$ cat src/rtl/dma_regs_pkg.sv
package dma_regs_pkg;
    localparam int NCH    = 4;
    localparam int DW     = 8;
    localparam int WW     = 16;
    localparam int MODEW  = 6;
    localparam int OFSW   = 4;
    localparam int SELW   = $clog2(NCH);

    localparam logic [OFSW-1:0] OFS_CMD     = 4'h8;
    localparam logic [OFSW-1:0] OFS_MASK1   = 4'hA;
    localparam logic [OFSW-1:0] OFS_MODE    = 4'hB;
    localparam logic [OFSW-1:0] OFS_PTRCLR  = 4'hC;
    localparam logic [OFSW-1:0] OFS_MCLR    = 4'hD;
    localparam logic [OFSW-1:0] OFS_UNMASK  = 4'hE;
    localparam logic [OFSW-1:0] OFS_MASKALL = 4'hF;

    localparam int MODE_AUTO_BIT = 2;
    localparam int MODE_DEC_BIT  = 3;

    typedef enum logic {PTR_LO = 1'b0, PTR_HI = 1'b1} ptr_state_e;
endpackage

$ cat src/rtl/dma_byte_ptr.sv
module dma_byte_ptr
    import dma_regs_pkg::*;
(
    input  logic clk,
    input  logic rst_n,
    input  logic word_acc,
    input  logic ptr_clr,
    output logic hi_sel
);
    ptr_state_e state_q, state_d;

    always_ff @(posedge clk) begin
        if (!rst_n) state_q <= PTR_LO;
        else        state_q <= state_d;
    end

    always_comb begin
        state_d = state_q;
        unique case (state_q)
            PTR_LO: if (ptr_clr) state_d = PTR_LO;
                    else if (word_acc) state_d = PTR_HI;
            PTR_HI: if (ptr_clr || word_acc) state_d = PTR_LO;
            default: state_d = PTR_LO;
        endcase
    end

    always_comb begin
        hi_sel = (state_q == PTR_HI);
    end


    ptr_toggle_chk: assert property (@(posedge clk) disable iff (!rst_n)
        (word_acc && !ptr_clr) |=> (hi_sel != $past(hi_sel)));

    ptr_clear_chk: assert property (@(posedge clk) disable iff (!rst_n)
        ptr_clr |=> !hi_sel);
endmodule

$ cat src/rtl/dma_chan_bank.sv
module dma_chan_bank
    import dma_regs_pkg::*;
#(
    parameter int WORD_W = WW,
    parameter int BYTE_W = DW
) (
    input  logic              clk,
    input  logic              rst_n,
    input  logic              wr_addr_lo,
    input  logic              wr_addr_hi,
    input  logic              wr_cnt_lo,
    input  logic              wr_cnt_hi,
    input  logic [BYTE_W-1:0] wdata,
    input  logic              step_en,
    input  logic              auto_init,
    input  logic              count_down,
    output logic [WORD_W-1:0] cur_addr,
    output logic [WORD_W-1:0] cur_cnt,
    output logic              tc_pulse
);
    localparam int HI_W = WORD_W - BYTE_W;

    logic [WORD_W-1:0] base_addr, base_cnt;
    logic              host_wr;
    logic              do_step;

    always_comb begin
        host_wr  = wr_addr_lo | wr_addr_hi | wr_cnt_lo | wr_cnt_hi;
        do_step  = step_en & ~host_wr;
        tc_pulse = do_step && (cur_cnt == '0);
    end

    always_ff @(posedge clk) begin
        if (!rst_n) begin
            base_addr <= '0;
            base_cnt  <= '0;
            cur_addr  <= '0;
            cur_cnt   <= '0;
        end else if (host_wr) begin
            if (wr_addr_lo) begin
                base_addr[BYTE_W-1:0] <= wdata;
                cur_addr[BYTE_W-1:0]  <= wdata;
            end
            if (wr_addr_hi) begin
                base_addr[WORD_W-1:BYTE_W] <= HI_W'(wdata);
                cur_addr[WORD_W-1:BYTE_W]  <= HI_W'(wdata);
            end
            if (wr_cnt_lo) begin
                base_cnt[BYTE_W-1:0] <= wdata;
                cur_cnt[BYTE_W-1:0]  <= wdata;
            end
            if (wr_cnt_hi) begin
                base_cnt[WORD_W-1:BYTE_W] <= HI_W'(wdata);
                cur_cnt[WORD_W-1:BYTE_W]  <= HI_W'(wdata);
            end
        end else if (do_step) begin
            if (tc_pulse && auto_init) begin
                cur_addr <= base_addr;
                cur_cnt  <= base_cnt;
            end else begin
                cur_addr <= count_down ? cur_addr - 1'b1 : cur_addr + 1'b1;
                cur_cnt  <= cur_cnt - 1'b1;
            end
        end
    end


    cnt_step_chk: assert property (@(posedge clk) disable iff (!rst_n)
        (step_en && !host_wr && !(cur_cnt == '0 && auto_init))
        |=> (cur_cnt == $past(cur_cnt) - 1'b1));

    tc_wrap_chk: assert property (@(posedge clk) disable iff (!rst_n)
        (step_en && !host_wr && cur_cnt == '0 && !auto_init)
        |=> (cur_cnt == {WORD_W{1'b1}}));

    idle_hold_chk: assert property (@(posedge clk) disable iff (!rst_n)
        (!step_en && !host_wr) |=> ($stable(cur_addr) && $stable(cur_cnt)));
endmodule

$ cat src/rtl/dma_ctl_regs.sv
module dma_ctl_regs
    import dma_regs_pkg::*;
#(
    parameter int N_CH   = NCH,
    parameter int MODE_W = MODEW,
    parameter int BYTE_W = DW
) (
    input  logic                     clk,
    input  logic                     rst_n,
    input  logic                     wr_cmd,
    input  logic                     wr_mask1,
    input  logic                     wr_mode,
    input  logic                     wr_unmask,
    input  logic                     wr_maskall,
    input  logic                     mclr,
    input  logic                     rd_status,
    input  logic [BYTE_W-1:0]        wdata,
    input  logic [N_CH-1:0]          tc_in,
    output logic [N_CH-1:0]          mask_q,
    output logic [N_CH*MODE_W-1:0]   mode_flat,
    output logic [BYTE_W-1:0]        cmd_q,
    output logic [N_CH-1:0]          tc_q
);
    localparam int CSEL_W = $clog2(N_CH);

    logic [MODE_W-1:0] mode_q [N_CH];
    logic [CSEL_W-1:0] sel;

    always_comb sel = wdata[CSEL_W-1:0];

    always_ff @(posedge clk) begin
        if (!rst_n) begin
            mask_q <= '1;
            cmd_q  <= '0;
            tc_q   <= '0;
        end else begin
            if (mclr) begin
                mask_q <= '1;
                cmd_q  <= '0;
                tc_q   <= '0;
            end else begin
                if (wr_cmd)     cmd_q <= wdata;
                if (wr_mask1)   mask_q[sel] <= wdata[CSEL_W];
                if (wr_unmask)  mask_q <= '0;
                if (wr_maskall) mask_q <= wdata[N_CH-1:0];
                tc_q <= (rd_status ? '0 : tc_q) | tc_in;
            end
        end
    end

    for (genvar n = 0; n < N_CH; n++) begin : g_mode
        always_ff @(posedge clk) begin
            if (!rst_n)                          mode_q[n] <= '0;
            else if (wr_mode && sel == CSEL_W'(n)) mode_q[n] <= wdata[BYTE_W-1:BYTE_W-MODE_W];
        end
        assign mode_flat[n*MODE_W +: MODE_W] = mode_q[n];
    end


    mask_mclr_chk: assert property (@(posedge clk) disable iff (!rst_n)
        mclr |=> (mask_q == '1 && cmd_q == '0 && tc_q == '0));

    unmask_all_chk: assert property (@(posedge clk) disable iff (!rst_n)
        (wr_unmask && !mclr) |=> (mask_q == '0));

    tc_capture_chk: assert property (@(posedge clk) disable iff (!rst_n)
        (tc_in != '0 && !mclr) |=> ((tc_q & $past(tc_in)) == $past(tc_in)));

    status_clear_chk: assert property (@(posedge clk) disable iff (!rst_n)
        (rd_status && tc_in == '0) |=> (tc_q == '0));
endmodule

$ cat src/rtl/dma_host_regs.sv
module dma_host_regs
    import dma_regs_pkg::*;
#(
    parameter int N_CH   = NCH,
    parameter int WORD_W = WW,
    parameter int MODE_W = MODEW
) (
    input  logic                     clk,
    input  logic                     rst_n,
    input  logic [3:0]               io_addr,
    input  logic [7:0]               io_wdata,
    input  logic                     io_wr,
    input  logic                     io_rd,
    output logic [7:0]               io_rdata,
    input  logic [3:0]               dreq,
    input  logic [3:0]               step,
    output logic [N_CH*WORD_W-1:0]   ch_addr,
    output logic [N_CH*MODE_W-1:0]   ch_mode,
    output logic [3:0]               ch_mask,
    output logic [7:0]               cmd_out
);
    localparam int CSEL_W = $clog2(N_CH);

    logic              wr, rd, word_port, word_acc, hi_sel;
    logic              ptr_clr, mclr;
    logic [CSEL_W-1:0] port_ch;
    logic [N_CH-1:0]   tc_vec, tc_flags;
    logic [WORD_W-1:0] cur_a [N_CH];
    logic [WORD_W-1:0] cur_c [N_CH];

    always_comb begin
        wr        = io_wr;
        rd        = io_rd & ~io_wr;
        word_port = (io_addr[3] == 1'b0);
        word_acc  = (wr | rd) & word_port;
        port_ch   = io_addr[CSEL_W:1];
        ptr_clr   = wr && (io_addr == OFS_PTRCLR || io_addr == OFS_MCLR);
        mclr      = wr && (io_addr == OFS_MCLR);
    end

    dma_byte_ptr u_ptr (
        .clk      (clk),
        .rst_n    (rst_n),
        .word_acc (word_acc),
        .ptr_clr  (ptr_clr),
        .hi_sel   (hi_sel)
    );

    dma_ctl_regs #(.N_CH(N_CH), .MODE_W(MODE_W), .BYTE_W(8)) u_ctl (
        .clk        (clk),
        .rst_n      (rst_n),
        .wr_cmd     (wr && io_addr == OFS_CMD),
        .wr_mask1   (wr && io_addr == OFS_MASK1),
        .wr_mode    (wr && io_addr == OFS_MODE),
        .wr_unmask  (wr && io_addr == OFS_UNMASK),
        .wr_maskall (wr && io_addr == OFS_MASKALL),
        .mclr       (mclr),
        .rd_status  (rd && io_addr == OFS_CMD),
        .wdata      (io_wdata),
        .tc_in      (tc_vec),
        .mask_q     (ch_mask),
        .mode_flat  (ch_mode),
        .cmd_q      (cmd_out),
        .tc_q       (tc_flags)
    );

    for (genvar n = 0; n < N_CH; n++) begin : g_ch
        logic hit, step_en;
        always_comb begin
            hit     = wr && word_port && (port_ch == CSEL_W'(n));
            step_en = step[n] & ~ch_mask[n];
        end

        dma_chan_bank #(.WORD_W(WORD_W), .BYTE_W(8)) u_bank (
            .clk        (clk),
            .rst_n      (rst_n),
            .wr_addr_lo (hit && !io_addr[0] && !hi_sel),
            .wr_addr_hi (hit && !io_addr[0] &&  hi_sel),
            .wr_cnt_lo  (hit &&  io_addr[0] && !hi_sel),
            .wr_cnt_hi  (hit &&  io_addr[0] &&  hi_sel),
            .wdata      (io_wdata),
            .step_en    (step_en),
            .auto_init  (ch_mode[n*MODE_W + MODE_AUTO_BIT]),
            .count_down (ch_mode[n*MODE_W + MODE_DEC_BIT]),
            .cur_addr   (cur_a[n]),
            .cur_cnt    (cur_c[n]),
            .tc_pulse   (tc_vec[n])
        );
        assign ch_addr[n*WORD_W +: WORD_W] = cur_a[n];


        masked_step_chk: assert property (@(posedge clk) disable iff (!rst_n)
            (ch_mask[n] && !(wr && word_port && port_ch == CSEL_W'(n)))
            |=> $stable(ch_addr[n*WORD_W +: WORD_W]));
    end

    always_comb begin
        logic [WORD_W-1:0] word;
        word     = io_addr[0] ? cur_c[port_ch] : cur_a[port_ch];
        io_rdata = '0;
        if (rd) begin
            if (word_port)
                io_rdata = hi_sel ? word[WORD_W-1 -: 8] : word[7:0];
            else if (io_addr == OFS_CMD)
                io_rdata = {dreq, tc_flags};
        end
    end
endmodule

$ cat config.mk
export PLATFORM = sky130hd
export DESIGN_NAME = dma_host_regs
export DESIGN_NICKNAME = d
export VERILOG_FILES = /design/src/rtl/dma_regs_pkg.sv /design/src/rtl/dma_byte_ptr.sv /design/src/rtl/dma_chan_bank.sv /design/src/rtl/dma_ctl_regs.sv /design/src/rtl/dma_host_regs.sv
export SDC_FILE = /design/constraint.sdc
export NUM_CORES = 1
export LEC_CHECK = 0
export CORE_MARGIN = 3
export CORE_UTILIZATION = 30
export DETAILED_ROUTE_END_ITERATION = 6
export GPL_TIMING_DRIVEN = 0
export PLACE_DENSITY_LB_ADDON = 0.15
export SYNTH_ARGS = -nofsm -noshare
export SYNTH_HDL_FRONTEND = slang
export SYNTH_SLANG_ARGS = --single-unit
$ cat constraint.sdc
create_clock -name clk -period 5.31 [get_ports clk]
set_input_delay 1.3275 -clock clk [delete_from_list [all_inputs] [get_ports clk]]
set_output_delay 1.3275 -clock clk [all_outputs]
set_load 0.01 [all_outputs]
Yosys cells after proc, flatten, opt, wreduce, memory -nomap -nowiden
Memories as Yosys holds them, arrays and structs flattened.
Cells that the tools add are included.
{"block": "word_totals", "register_bits": 273, "ramBits": 24, "inputBits": 24, "output_inout_bits": 108, "mem_count": 1}
{"memory": "u_ctl.mode_q", "words": 4, "width": 6, "rd": 4, "rd_clocked_by_memory_dff": 0, "write_ports": 4, "line_no": "dma_ctl_regs.sv:26", "rtl": "logic [MODE_W-1:0] mode_q [N_CH];"}
{"block": "classes", "add_sub_neg": 12, "order_cmp": 3, "eq_ne": 29, "n_mux": 83, "bitwise_logic": 41, "n_reduce_logical": 98}
{"cell": "two-way mux 16 bit", "n": 33}
{"cell": "two-way mux 8 bit", "n": 20}
{"cell": "subtractor 16 x 1 -> 16 bit, second input constant", "n": 8}
{"cell": "adder 16 x 1 -> 16 bit, second input constant", "n": 4}
{"cell": "binary-select mux 16 bit (select 2 bit)", "n": 2}
{"cell": "logical NOT 16 bit", "n": 4}
{"cell": "AND reduction 2 bit", "n": 32}
{"cell": "logical AND 1 bit", "n": 50}
{"cell": "!= test 2 x 1 -> 1 bit, second input constant", "n": 16}
{"cell": "equality test 4 bit, second input constant", "n": 7}
{"cell": "two-way mux 6 bit", "n": 4}
{"cell": "two-way mux 1 bit", "n": 17}
{"cell": "bitwise OR 1 bit", "n": 17}
{"cell": "two-way mux 4 bit", "n": 4}
{"cell": "inverter 1 bit", "n": 12}
{"cell": "AND 1 bit", "n": 10}
{"cell": "equality test 2 bit, second input constant", "n": 4}
{"cell": "nonzero test 2 bit", "n": 4}
{"cell": "bitwise mux 4 bit", "n": 1}
{"cell": "equality test 2 x 1 -> 1 bit, second input constant", "n": 2}
{"cell": "logical NOT 2 bit", "n": 2}
{"cell": "bitwise OR 4 bit", "n": 1}
{"cell": "greater-or-equal comparator 3 bit, second input constant", "n": 1}
{"cell": "less-than comparator 2 x 3 -> 1 bit, second input constant", "n": 1}
{"cell": "8 further kinds", "n": 10}

Logic depth before layout (Yosys ltp)
{"block": "depth", "word_depth": 15, "ltp_mapped": 11, "ltp_nobuf": 9}

Modules after synthesis
A second synthesis with hierarchy kept.
{"block": "unflattened", "hier_cells": 2137, "hier_area_um2": 18174.9}
{"module": "dma_chan_bank at g_ch[2].u_bank ...", "instances": 2, "cells_each": 456, "area_per_inst_um2": 3788.6}
{"module": "dma_chan_bank at g_ch[0].u_bank ...", "instances": 2, "cells_each": 461, "area_per_inst_um2": 3762.4}
{"module": "dma_ctl_regs", "instances": 1, "cells_each": 130, "area_per_inst_um2": 1589.0}
{"module": "dma_host_regs", "instances": 1, "cells_each": 170, "area_per_inst_um2": 1442.6}
{"module": "dma_byte_ptr", "instances": 1, "cells_each": 3, "area_per_inst_um2": 41.3}

Least setup slack after synthesis
Ideal clock, no wire load.
{"block": "synth_path", "path_kind": "input port to output port", "start": "input port io_addr[2]", "end": "output port io_rdata[1]", "t_arrival_ps": 3374, "t_required_ps": 3983, "path_slack_ps": 609, "cell_stages": 7, "path_buffers": 3, "path_cell_list": "clkbuf_1 > buf_2 > buf_2 > mux4_2 > mux4_2 > inv_1 > o21ai_0"}
{"block": "synth_via", "elab_chain_cells": 8}
{"item": "start: declaration", "line_no": "dma_host_regs.sv:10", "rtl": "input logic [3:0] io_addr,"}
{"item": "inverter 2 -> 3 bit (implied by the code)", "line_no": "dma_host_regs.sv:99", "rtl": "word = io_addr[0] ? cur_c[port_ch] : cur_a[port_ch];"}
{"item": "binary-select mux 16 bit (select 2 bit)", "line_no": "dma_host_regs.sv:99"}
{"item": "two-way mux 16 bit (implied by the code) (2 in series)", "line_no": "dma_host_regs.sv:99"}
{"item": "two-way mux 16 bit", "line_no": "dma_host_regs.sv:99"}
{"item": "two-way mux 8 bit", "line_no": "dma_host_regs.sv:103", "rtl": "io_rdata = hi_sel ? word[WORD_W-1 -: 8] : word[7:0];"}
{"item": "two-way mux 8 bit *", "line_no": "dma_host_regs.sv:102", "rtl": "if (word_port)"}
{"item": "two-way mux 8 bit *", "line_no": "dma_host_regs.sv:101", "rtl": "if (rd) begin"}
{"item": "end: declaration", "line_no": "dma_host_regs.sv:14", "rtl": "output logic [7:0] io_rdata,"}
Mark *: on every way between the ends. The rest lies on a longest branch, timed or not. The select of a mux whose other input is x is not followed.

Worst setup path in the final report
{"block": "layout_path", "start": "input port io_addr[1]", "end": "output port io_rdata[4]"}
Same word-level chain as after synthesis.

==> flow_summary_export.csv <==
group,metric,value,unit
timing,worst_slew_pin_slew,1.52,ns
layout,nFillCells,6161,
detailed_routing,drt-vias-per-instance,6.01,
detailed_routing,vias,19137,
synth,synth.distinct_cells,80,
synth,avgSynthCellArea,8.05,sq um
placement,io_buffers,124,
worst_hold_path,hp-class,"flop to flop",
global_route,gr-usage-all-layers,0.294,
critical_path,crit_path_start_kind,"input port",
global_route,grt_pass1_wl,135,mm
status,violations,"capacitance limit, slew limit",
critical_path,crit_slowest_cell,"mux4_2",
timing,rsz0062_at_grt,"no",
detailed_routing,drt_pass1_iterations,7,
synth,synth.net_count,2317,
timing,finalSetupViolCount,0,
timing,fmax,0.191,GHz
synth,ys_ff_latch,297,
floorplanning,dieArea,0.0627,sq mm
layout,final_common_cell,"nand2_1",
floorplanning,start_util,0.307,
layout,final_cells,3185,
synth,syn_inst,2225,
layout,fin_nets,2480,
synth,synth-edff-count,24,
critical_path,worstPathMaxFanout,10,
critical_path,arrival,3.92,ns
critical_path,cp_cell_sequence,"clkdlybuf4s50_1 -> clkbuf_4 -> clkbuf_4 -> clkbuf_8 -> mux4_2 -> mux4_2 -> inv_1 -> o21ai_0 -> dlygate4sd2_1",
detailed_routing,drtAntennaViolNets,0,
synth,post-synth-top-area-cell,"dfxtp_1",
pwr,p_per_area,297,mW/mm^2
timing,fin_worst_skew,0.0289,ns
placement,place_congestion,0.983,
global_route,overflow,0,
global_route,grt_max_degree,18,
critical_path,cp-end-kind,"output pin",
clocking,cts_tree,"yes",
placement,dp_cells,3115,
clocking,post-cts-setup-buffers,0,
detailed_routing,wl,94.7,mm
synth,yosysWarnings,0,
critical_path,cp.required,3.98,ns
clocking,ctsLongestPathBuffers,3,
floorplanning,core,0.0584,sq mm
synth,yosysSeqAreaShare,0.345,
timing,finalHoldViolCount,0,
synth,ys.flop_type,"dfxtp_1",
synth,synth-async-reset-ratio,0,
layout,layout_common_cells,"318 x nand2_1, 273 x dfxtp_1, 232 x a21oi_1",
clocking,postCtsHoldBufs,0,
global_route,antenna_found_initial,10,
clocking,cts_num_sinks,297,
critical_path,path_class,"input port to output pin",
detailed_routing,drc,0,
synth,synth_area_leaders,"dfxtp_1 31%, nand2_1 6.7%, a21oi_1 6.5%",
floorplanning,io_pins,132,
timing,maxSlewHeadroom,-0.0156,
timing,whs,0.455,ns
pwr,peakVddDrop,179,uV
floorplanning,dieWidth,250,um
timing,period_minus_slack,5.25,ns
layout,drive_gt1_frac,0.0654,
clocking,worstSkewPairLatency,0.57,ns
synth,netlist_area,0.0179,sq mm
pwr,p_leak,8.07,nW
clocking,htree_levels,2,
clocking,cts.clk_slew.worst_paths,0.06,ns
critical_path,r2r_setup_slack,1.45,ns
timing,setup_tns,0,ns
clocking,cts-buffers-inserted,37,
clocking,cts_root_buffer,"clkbuf_16",
status,status,"complete, but fails checks",
placement,dp_hpwl,70.2,mm
timing,finalCritPeriodShare,0.988,
detailed_routing,routedWlPerCell,29.7,um
timing,report.final.slew_viol_count,22,
synth,synth_top_area_share,0.305,
layout,area_delta_synth_final,20.0,%
floorplanning,die_h,250,um
detailed_routing,drt_iter0_markers,2223,
critical_path,worst-path-buf-inv,6,
critical_path,max_stage_delay,0.58,ns
floorplanning,fp-row-count,88,
global_route,grt_pass1_vias,18060,
critical_path,crit_family,"buffers and inverters",
flow_run,cap_viol_max_count,2,
==> worst min-delay path, cell delays in order (launching register included) <==
cell and delay [ns]:
dfxtp_1 0.31, nand2_1 0.05, a21oi_1 0.05
==> final cells by class <==
type | instances | area, sq um | area share
flip-flops and latches | 297 | 6190 | 0.288
well taps | 765 | 957 | 0.0445
plain buffers | 172 | 776 | 0.0361
clock buffers | 46 | 1050 | 0.0489
diodes | 3 | 7.51 | 0.000349
inverters | 26 | 97.6 | 0.00454
clock inverters | 22 | 262 | 0.0122
repair buffers | 125 | 1240 | 0.0577
multi-input cells | 1729 | 10900 | 0.508
==> flip-flops by register name, summed over array words and instances (netlist names) <==
register / count
g_ch.u_bank.cur_addr: 64
u_ctl.mode_q: 24
g_ch.u_bank.cur_cnt: 64
g_ch.u_bank.base_cnt: 64
u_ptr.hi_sel: 1
u_ctl.tc_q: 4
u_ctl.cmd_q: 8
g_ch.u_bank.base_addr: 64
u_ctl.mask_q: 4
==> synthesized netlist by cell type, types with 9 or more instances <==
library cell,count
dfxtp_1,273
buf_2,17
or3_1,18
nand2_1,318
xnor2_1,56
a31oi_1,54
mux4_2,40
o211ai_1,54
inv_1,25
a211o_1,9
a21o_1,22
nor2_1,175
clkbuf_1,132
buf_4,9
and2_1,27
nor3_1,48
nand4_1,15
o221ai_1,11
nand3_1,117
o21bai_1,11
a21oi_1,232
nand3b_1,9
ha_1,64
buf_1,12
nand2b_1,12
mux2i_1,61
a211oi_1,47
xor2_1,31
o21ai_0,151
nor4_1,21
edfxtp_1,24
==> routing by layer <==
layer / track usage / part of all wire
met5: 0 / 0.00032
met4: 0.139 / 0.053
met3: 0.0513 / 0.088
met2: 0.444 / 0.43
met1: 0.406 / 0.43
==> per-stage QoR <==
stage	power (mW)	util	setup WS [ns]	instance area [sq um]
6_report	6.38	0.368	0.0637	21500
5_1_grt	6.58	0.368	0.00592	21500
4_1_cts	6.37	0.369	0.0319	21500
3_5_place_dp	3.60	0.345	-0.997	20100
3_3_place_gp	3.60	0.345	-1.84	20100
2_1_floorplan	3.15	-	0.609	17900
==> power breakdown <==
part	switching, mW	internal [mW]
Clock	1.09	1.70
Sequential	0.122	2.31
Combinational	0.717	0.437
Total	1.93	4.45
==> what timing repair did <==
| item | 4_1_cts | 5_1_grt |
|---|---|---|
| resized for setup | 36 | 1 |
| pin swaps | 0 | 0 |
| hold endpoints to repair | 0 | 0 |
| setup endpoints to repair | 8 | 8 |
==> cells by family (layout without fill, tap and decap cells) <==
logic type / Yosys count / after routing / synth area share
mux: 102 / 102 / 0.0850
xor+xnor: 87 / 87 / 0.0425
flops: 297 / 297 / 0.345
compound gates: 653 / 653 / 0.220
simple gates: 819 / 819 / 0.212
fa+ha+maj: 68 / 68 / 0.0492
other cells: 0 / 3 / 0
buf+inv: 199 / 391 / 0.0457
==> path summary, 6_finish.rpt <==
kind | depth (start not counted) | start | endpoint
max | 9 | io_addr[1] | io_rdata[4]
min | 2 | g_ch[0].u_bank.base_addr[5] | g_ch[0].u_bank.base_addr[5]
max reg2reg | 6 | u_ptr.hi_sel | g_ch[2].u_bank.base_addr[5]
min reg2reg | 2 | g_ch[0].u_bank.base_addr[5] | g_ch[0].u_bank.base_addr[5]
(Power assumes the default switching activity.)
